`src/rtl/evcap_pkg.sv`:
```
package evcap_pkg;
  // Strobes from the control unit to the datapath, valid for one edge.
  typedef struct packed {
    logic sample;     // end of sampling window: latch pins
    logic loadNew;    // holding register <= freshly formed entry
    logic loadHead;   // holding register <= FIFO head
    logic clearHold;  // holding register becomes empty
    logic push;       // append fresh entry to FIFO
    logic pop;        // drop FIFO head
    logic setOvf;     // fresh entry discarded
  } ctrl_t;
endpackage

```
`src/rtl/evcap_fifo.sv`:
```
module evcap_fifo #(
  parameter int WIDTH = 20,
  parameter int DEPTH = 7
) (
  input  logic             clk,
  input  logic             rstN,
  input  logic             push,
  input  logic             pop,
  input  logic [WIDTH-1:0] din,
  output logic [WIDTH-1:0] head,
  output logic             empty,
  output logic             full
);
  localparam int PW = (DEPTH > 1) ? $clog2(DEPTH) : 1;
  localparam int CW = $clog2(DEPTH + 1);

  logic [WIDTH-1:0] slot [DEPTH];
  logic [PW-1:0]    rdPtr, wrPtr;
  logic [CW-1:0]    count;

  function automatic logic [PW-1:0] nextPtr(input logic [PW-1:0] p);
    return (p == PW'(DEPTH - 1)) ? '0 : p + PW'(1);
  endfunction

  always_ff @(posedge clk) begin
    for (int s = 0; s < DEPTH; s++) begin
      if (push && wrPtr == PW'(s)) slot[s] <= din;
    end
  end

  always_ff @(posedge clk) begin
    if (!rstN) begin
      rdPtr <= '0;
      wrPtr <= '0;
      count <= '0;
    end else begin
      if (push) wrPtr <= nextPtr(wrPtr);
      if (pop)  rdPtr <= nextPtr(rdPtr);
      if (push && !pop)      count <= count + CW'(1);
      else if (pop && !push) count <= count - CW'(1);
    end
  end

  assign head  = slot[rdPtr];
  assign empty = (count == '0);
  assign full  = (count == CW'(DEPTH));

  // the control never appends to a full FIFO unless it pops too
  p_no_push_full_r9: assert property (@(posedge clk) disable iff (!rstN)
    (full && !pop) |-> !push);
  // nothing is popped from an empty FIFO
  p_no_pop_empty_r8: assert property (@(posedge clk) disable iff (!rstN)
    empty |-> !pop);
  // an append without a pop grows the occupancy by one
  p_count_up_r7: assert property (@(posedge clk) disable iff (!rstN)
    (push && !pop) |=> (count == $past(count) + CW'(1)));
endmodule

```
`src/rtl/evcap_ctrl.sv`:
```
module evcap_ctrl
  import evcap_pkg::*;
#(
  parameter int WINDOW = 9
) (
  input  logic  clk,
  input  logic  rstN,
  input  logic  anyEdge,
  input  logic  holdValid,
  input  logic  fifoEmpty,
  input  logic  fifoFull,
  input  logic  readStrobe,
  output ctrl_t ctl
);
  localparam int WCW = (WINDOW > 1) ? $clog2(WINDOW) : 1;

  logic [WCW-1:0] winCnt;
  logic           sampleNow, arrive, doRead;

  always_ff @(posedge clk) begin
    if (!rstN) winCnt <= '0;
    else if (sampleNow) winCnt <= '0;
    else winCnt <= winCnt + WCW'(1);
  end

  assign sampleNow = (winCnt == WCW'(WINDOW - 1));
  assign arrive    = sampleNow && anyEdge;
  assign doRead    = readStrobe && holdValid;

  always_comb begin
    ctl        = '0;
    ctl.sample = sampleNow;
    if (doRead) begin
      if (!fifoEmpty) begin
        ctl.loadHead = 1'b1;
        ctl.pop      = 1'b1;
        ctl.push     = arrive;
      end else if (arrive) begin
        ctl.loadNew  = 1'b1;
      end else begin
        ctl.clearHold = 1'b1;
      end
    end else if (arrive) begin
      if (!holdValid)     ctl.loadNew = 1'b1;
      else if (!fifoFull) ctl.push    = 1'b1;
      else                ctl.setOvf  = 1'b1;
    end
  end

  // a fresh entry only goes straight to holding when the FIFO is empty
  p_loadnew_empty_r6: assert property (@(posedge clk) disable iff (!rstN)
    ctl.loadNew |-> fifoEmpty);
  // entries are discarded only when both stores are full and no read
  p_drop_when_full_r9: assert property (@(posedge clk) disable iff (!rstN)
    ctl.setOvf |-> (fifoFull && holdValid && !readStrobe));

  generate
    if (WINDOW > 1) begin : g_gap
      // sampling edges are never adjacent
      p_window_gap_r2: assert property (@(posedge clk) disable iff (!rstN)
        ctl.sample |=> !ctl.sample);
    end
  endgenerate
endmodule

```
`src/rtl/evcap_dp.sv`:
```
module evcap_dp
  import evcap_pkg::*;
#(
  parameter int PINS  = 4,
  parameter int TAG_W = 16,
  parameter int DEPTH = 7
) (
  input  logic              clk,
  input  logic              rstN,
  input  ctrl_t             ctl,
  input  logic [PINS-1:0]   pinIn,
  input  logic [PINS-1:0]   pinEnable,
  input  logic [2*PINS-1:0] edgeMode,
  input  logic              timerTick,
  output logic              anyEdge,
  output logic              holdValid,
  output logic [PINS-1:0]   holdMask,
  output logic [TAG_W-1:0]  holdTag,
  output logic              fifoEmpty,
  output logic              fifoFull,
  output logic              overflow
);
  localparam int EW = PINS + TAG_W;

  logic [TAG_W-1:0] timer;
  logic [PINS-1:0]  prevSample, edgeMask;
  logic [EW-1:0]    freshEntry, fifoHead;

  always_ff @(posedge clk) begin
    if (!rstN) timer <= '0;
    else if (timerTick) timer <= timer + TAG_W'(1);
  end

  always_ff @(posedge clk) begin
    if (!rstN) prevSample <= '0;
    else if (ctl.sample) prevSample <= pinIn;
  end

  generate
    for (genvar i = 0; i < PINS; i++) begin : g_pin
      logic rise, fall;
      assign rise = pinIn[i] & ~prevSample[i];
      assign fall = ~pinIn[i] & prevSample[i];
      assign edgeMask[i] = pinEnable[i] &
                           ((edgeMode[2*i] & rise) | (edgeMode[2*i+1] & fall));
    end
  endgenerate

  assign anyEdge    = |edgeMask;
  assign freshEntry = {edgeMask, timer};

  always_ff @(posedge clk) begin
    if (!rstN) begin
      holdValid <= 1'b0;
      holdMask  <= '0;
      holdTag   <= '0;
    end else if (ctl.loadNew) begin
      holdValid <= 1'b1;
      {holdMask, holdTag} <= freshEntry;
    end else if (ctl.loadHead) begin
      holdValid <= 1'b1;
      {holdMask, holdTag} <= fifoHead;
    end else if (ctl.clearHold) begin
      holdValid <= 1'b0;
    end
  end

  always_ff @(posedge clk) begin
    if (!rstN) overflow <= 1'b0;
    else if (ctl.setOvf) overflow <= 1'b1;
  end

  evcap_fifo #(.WIDTH(EW), .DEPTH(DEPTH)) u_fifo (
    .clk  (clk),
    .rstN (rstN),
    .push (ctl.push),
    .pop  (ctl.pop),
    .din  (freshEntry),
    .head (fifoHead),
    .empty(fifoEmpty),
    .full (fifoFull)
  );

  // the FIFO is never occupied behind an empty holding register
  p_fifo_behind_hold_r6: assert property (@(posedge clk) disable iff (!rstN)
    !fifoEmpty |-> holdValid);
  // the overflow flag is sticky until reset
  p_overflow_sticky_r9: assert property (@(posedge clk) disable iff (!rstN)
    overflow |=> overflow);
endmodule

```
`src/rtl/evtag_capture.sv`:
```
module evtag_capture
  import evcap_pkg::*;
#(
  parameter int PINS   = 4,
  parameter int TAG_W  = 16,
  parameter int DEPTH  = 7,
  parameter int WINDOW = 9
) (
  input  logic              clk,
  input  logic              rstN,
  input  logic [PINS-1:0]   pinIn,
  input  logic [PINS-1:0]   pinEnable,
  input  logic [2*PINS-1:0] edgeMode,
  input  logic              timerTick,
  input  logic              readStrobe,
  output logic              holdValid,
  output logic [PINS-1:0]   holdMask,
  output logic [TAG_W-1:0]  holdTag,
  output logic              fifoFull,
  output logic              overflow
);
  ctrl_t ctl;
  logic  anyEdge, fifoEmpty;

  evcap_ctrl #(.WINDOW(WINDOW)) u_ctrl (
    .clk       (clk),
    .rstN      (rstN),
    .anyEdge   (anyEdge),
    .holdValid (holdValid),
    .fifoEmpty (fifoEmpty),
    .fifoFull  (fifoFull),
    .readStrobe(readStrobe),
    .ctl       (ctl)
  );

  evcap_dp #(.PINS(PINS), .TAG_W(TAG_W), .DEPTH(DEPTH)) u_dp (
    .clk      (clk),
    .rstN     (rstN),
    .ctl      (ctl),
    .pinIn    (pinIn),
    .pinEnable(pinEnable),
    .edgeMode (edgeMode),
    .timerTick(timerTick),
    .anyEdge  (anyEdge),
    .holdValid(holdValid),
    .holdMask (holdMask),
    .holdTag  (holdTag),
    .fifoEmpty(fifoEmpty),
    .fifoFull (fifoFull),
    .overflow (overflow)
  );
endmodule

```
`config.mk`:
```
export PLATFORM = sky130hd
export DESIGN_NAME = evtag_capture
export DESIGN_NICKNAME = d
export VERILOG_FILES = /design/src/rtl/evcap_pkg.sv /design/src/rtl/evcap_fifo.sv /design/src/rtl/evcap_ctrl.sv /design/src/rtl/evcap_dp.sv /design/src/rtl/evtag_capture.sv
export SDC_FILE = /design/constraint.sdc
export NUM_CORES = 1
export LEC_CHECK = 0
export BUFFER_PORTS_ARGS = -buffer_cell sky130_fd_sc_hd__buf_4
export CAP_MARGIN = 20
export CORE_ASPECT_RATIO = 1.25
export CORE_UTILIZATION = 55
export DETAILED_ROUTE_END_ITERATION = 8
export HOLD_SLACK_MARGIN = 0.12
export PLACE_DENSITY = 0.82
export SKIP_CTS_REPAIR_TIMING = 1
export SLEW_MARGIN = 20
export SYNTH_ARGS = -nofsm -noshare
export SYNTH_HDL_FRONTEND = slang
export SYNTH_HIERARCHICAL = 1
export SYNTH_SLANG_ARGS = --single-unit
```
`constraint.sdc`:
```
create_clock -name clk -period 4.57 [get_ports clk]
set_clock_uncertainty 0.1 [all_clocks]
set_input_delay 0.457 -clock clk [delete_from_list [all_inputs] [get_ports clk]]
set_output_delay 0.457 -clock clk [all_outputs]
set_load 0.01 [all_outputs]
```
==> summary.md <==
The flow ran to the end, but the final reports show violations. The checks that failed: design-rule violations. Sequential cells were found to cover 64.5% of the synthesized design area. The run gives 0.226 mV as the largest vdd supply drop.

The logic depth of the worst register-to-register path came out at 7. The combined global-route utilization of all metal layers is 22.2%, and the adder-cell area share of the yosys netlist is 0.992%. Dividing the detail-routed via count by the number of cells gives 5.87. The tools report the count of different cell masters after synthesis as 50. Setup repair after global routing left no endpoint under its margin. The post-route cell area came out at 0.00947 mm². The cell chosen for the clock root was sky130_fd_sc_hd__clkbuf_16.

Summed over all nets, the half-perimeter wirelength after detailed placement is 9910 µm. The DRC violation total after the first TritonRoute iteration was 204. The most critical setup path has its startpoint at u_dp/u_fifo/count[0]. The run gives 6 as the count of yosys warnings during synthesis.

The worst register-to-register path begins at u_dp/u_fifo/count[0]. After synthesis the netlist holds a flip-flop and latch count of 198. Dividing the detail-routed wire length by the instance count gives 19.6 µm.

After layout, the worst path uses 67.2% of the clock period. The worst hold path belongs to the class input pin to flop. The remaining antenna violation count after routing is 0.

Counting along the longest clock path gives a buffer depth of 2. For this run the aggregate overflow at the end of global routing stands at 0. The die covers 0.0156 mm². The fmax is 0.326 GHz. Setup violations remaining at the end of the flow were counted as 0.

In this run the critical register-to-register path is captured at u_dp/u_fifo/slot[5][0]. The worst endpoint required time came out at 4.60 ns. STA puts the critical path data arrival time at 3.10 ns.

The tools report the reported leakage power as 0.00333 µW. After synthesis the cells add up to 0.00832 mm². Of all nets on the critical path, the largest fanout is 28. The routed layout has 4997 vias. Of the total synthesized cell area, the portion taken by XOR and XNOR cells is 1.47%.

For the pin count of the biggest net entering global routing, the log shows 56. In this run the cell area measured after placement is 0.00881 mm². Number of clock sinks seen by CTS: 198. The placeable core area is 0.0146 mm². The tools report the startpoint type of the worst setup path as a flop.

Relative to the synthesized area, the layout overhead comes to 13.8%. The area share of and/or/nand/nor cells after synthesis is 11.9%. In the synthesized netlist, mux cells make up 10.5% of the area. The run gives 0 as the initial antenna violation count.

Measured along the x axis, the die boundary spans 112 µm. Dominant combinational cell family by area after synthesis: simple AND/OR/NAND/NOR gates. Counting flops with an async set or reset pin after synthesis yields a share of 0%. The run gives 0.726 as the weighted congestion at the end of routability-driven global placement. For this run, design rule violations remaining after detail routing come to 2.

The top-level I/O count was 43. Port buffering added 42 buffers. The multi-input combinational cell area is 0.00270 mm², and the instance count after placement with tap cells included is 820. Summed over all layers, the routed wires come to 16700 µm. In the final layout, the share of cells above drive strength 1 is 16.6%. The number of antenna diodes in the final layout is 0. After clock tree synthesis, the clock-pin slew on the worst setup and hold paths is 0.07 ns. The tools report the total count of hold-check failures in the final report as 0.

The most critical setup path has its endpoint at u_dp/u_fifo/slot[5][0]. For the pin with the worst max-slew slack, the measured transition is 0.929 ns. The floorplan row count is 49. The number of slew-limit violations in the final report is 0, and the clock latency at the later pin of the worst-skew pair is 0.42 ns. Power spread over the standard cell area amounts to 379 mW/mm². Registers take 0.00537 mm². The endpoint kind of the worst setup timing path is a flop. The tool flagged a number of max-cap violations equal to 0. The final net count was 687; the number of enable flip-flop cells after synthesis was 140. The synthesized netlist devotes 7.05% of its cell area to compound gates. The post-layout instance count excluding filler cells was 852; the per-instance average area after synthesis was 13.6 µm². Counting every instance in the synthesized netlist gives 612. Setup slack of the most critical reg-to-reg path: 1.50 ns. The floorplan step set the die height to 140 µm. The initial utilization of the core area, before any placement, comes to 57.0%. The number of global-route vias before repair was 5147. The commonest register cell after synthesis was sky130_fd_sc_hd__edfxtp_1. The shortest period the worst path allows is 3.07 ns. Counting the buffers created by CTS gives 17. The completed layout was analyzed and its total power is 3590 µW.

The critical setup path kind was flop to flop. Count of cells along the worst hold path: 3. Measured against its own limit, the worst slew margin works out to 38.0%. The tools report the first-pass iteration count of the detailed router as 7. Measured on the finished design, the core utilization comes to 64.9%. The layout has 1055 filler cells. TritonCTS built the clock tree. The first global-routing pass estimated 26500 µm of wire. The net count after synthesis was 638. The H-tree depth is 4, and the final setup TNS is 0 ns.
state kept, by name (all words and copies together), names as in the netlist, named ones only:
register / count
u_dp/u_fifo/wrPtr: 3
u_dp/u_fifo/rdPtr: 3
u_dp/timer: 16
u_dp/holdTag: 16
u_dp/holdValid: 1
u_ctrl/winCnt: 4
u_dp/holdMask: 4
u_dp/u_fifo/slot: 140
u_dp/prevSample: 4
u_dp/u_fifo/count: 3
u_dp/overflow: 1
critical path, stage by stage (launching register included):
cell and delay, ns:
sky130_fd_sc_hd__dfxtp_1 0.41, sky130_fd_sc_hd__nor3_1 0.13, sky130_fd_sc_hd__nor2_4 0.11, sky130_fd_sc_hd__buf_4 0.42, sky130_fd_sc_hd__o21ba_1 0.38, sky130_fd_sc_hd__nand2b_1 0.19
sky130_fd_sc_hd__nor3_2 0.70, sky130_fd_sc_hd__buf_4 0.33
where the power goes:
group | internal (µW) | total, µW | switching, µW
Combinational | 21.3 | 43.0 | 21.7
Sequential | 1910 | 1920 | 9.32
Clock | 980 | 1630 | 654
cells in the final DEF, fill, tap and decap left out, types with 5 or more instances in the layout:
| cell type | Yosys | final |
|---|---|---|
| sky130_fd_sc_hd__a21boi_0 | 5 | 5 |
| sky130_fd_sc_hd__nand2_1 | 55 | 55 |
| sky130_fd_sc_hd__and2_1 | 30 | 30 |
| sky130_fd_sc_hd__ha_1 | 5 | 5 |
| sky130_fd_sc_hd__or2_1 | 20 | 20 |
| sky130_fd_sc_hd__nor2b_1 | 11 | 11 |
| sky130_fd_sc_hd__buf_4 | 2 | 62 |
| sky130_fd_sc_hd__bufinv_16 | 0 | 5 |
| sky130_fd_sc_hd__mux2i_1 | 83 | 83 |
| sky130_fd_sc_hd__o21ai_0 | 24 | 24 |
| sky130_fd_sc_hd__nor3_2 | 0 | 5 |
| sky130_fd_sc_hd__edfxtp_1 | 140 | 140 |
| sky130_fd_sc_hd__xnor2_1 | 10 | 10 |
| sky130_fd_sc_hd__clkbuf_16 | 0 | 17 |
| sky130_fd_sc_hd__a31oi_1 | 20 | 20 |
| sky130_fd_sc_hd__dfxtp_1 | 58 | 57 |
| sky130_fd_sc_hd__nor2_1 | 8 | 5 |
| sky130_fd_sc_hd__inv_1 | 15 | 15 |
| sky130_fd_sc_hd__and3b_1 | 9 | 9 |
| sky130_fd_sc_hd__a22o_1 | 20 | 20 |
layout make-up:
cell class	count	area share, %
tap	178	2.35
inverter	16	0.660
clock buffer	18	4.53
timing repair buffer	62	4.91
clock inverter	14	2.38
multi-input combinational	366	28.5
sequential	198	56.7
layer usage:
| layer | global-route usage [%] | routed length, µm | vias to the layer above |
|---|---|---|---|
| li1 | - | - | 2346 |
| met1 | 26.8 | 6760 | 2476 |
| met2 | 39.3 | 8760 | 147 |
| met3 | 4.36 | 831 | 28 |
| met4 | 8.49 | 359 | 0 |
| met5 | 0 | 0 | - |
synthesized netlist by cell type, types with 4 or more instances:
library cell / instances / area [µm²]
sky130_fd_sc_hd__mux2_2: 4 / 45.0
sky130_fd_sc_hd__nor2_1: 8 / 30.0
sky130_fd_sc_hd__nand3_1: 4 / 20.0
sky130_fd_sc_hd__mux2i_1: 83 / 831
sky130_fd_sc_hd__and3b_1: 9 / 78.8
sky130_fd_sc_hd__nor3_1: 9 / 45.0
sky130_fd_sc_hd__xor2_1: 4 / 35.0
sky130_fd_sc_hd__o21ai_0: 24 / 120
sky130_fd_sc_hd__ha_1: 5 / 62.6
sky130_fd_sc_hd__and3_1: 4 / 25.0
sky130_fd_sc_hd__buf_12: 4 / 80.1
sky130_fd_sc_hd__nor2b_1: 11 / 68.8
sky130_fd_sc_hd__a31oi_1: 20 / 125
sky130_fd_sc_hd__clkbuf_1: 11 / 41.3
sky130_fd_sc_hd__nand2_1: 55 / 206
sky130_fd_sc_hd__inv_1: 15 / 56.3
sky130_fd_sc_hd__buf_2: 8 / 40.0
sky130_fd_sc_hd__a22o_1: 20 / 175
sky130_fd_sc_hd__edfxtp_1: 140 / 4200
sky130_fd_sc_hd__a21boi_0: 5 / 37.5
sky130_fd_sc_hd__or2_1: 20 / 125
sky130_fd_sc_hd__and2_1: 30 / 188
sky130_fd_sc_hd__nand2b_1: 4 / 25.0
sky130_fd_sc_hd__xnor2_1: 10 / 87.6
sky130_fd_sc_hd__o211a_1: 4 / 40.0
sky130_fd_sc_hd__dfxtp_1: 58 / 1160
sky130_fd_sc_hd__or3_1: 4 / 25.0
worst min path at each step:
stage	endpoint	slack (ns)	from
final	u_dp/prevSample[0]	0.21	pinIn[0]
after floorplan	u_ctrl/winCnt[0]	0.33	u_ctrl/winCnt[0]
after global placement	u_ctrl/winCnt[0]	0.34	u_ctrl/winCnt[0]
after CTS	u_dp/prevSample[0]	0.20	pinIn[0]
after global routing	u_dp/prevSample[0]	0.23	pinIn[0]
after detailed placement	u_dp/overflow	0.36	u_dp/overflow
stage by stage:
step                      hold WS [ns]  worst slack [ns]
final                            0.210              1.50
after global routing             0.230              1.31
after CTS                        0.204              1.52
after detailed placement         0.356              1.37
after global placement           0.341              1.52
after floorplan                  0.330              1.22
kinds of logic after synthesis:
| logic type | Yosys count |
|---|---|
| DFF | 198 |
| and+or+nand+nor | 174 |
| muxes | 87 |
| AOI/OAI and AO/OA | 85 |
| buffers and inverters | 48 |
| xor gates and xnor gates | 14 |
| adders and majority gates | 6 |
(Power assumes the default switching activity.)
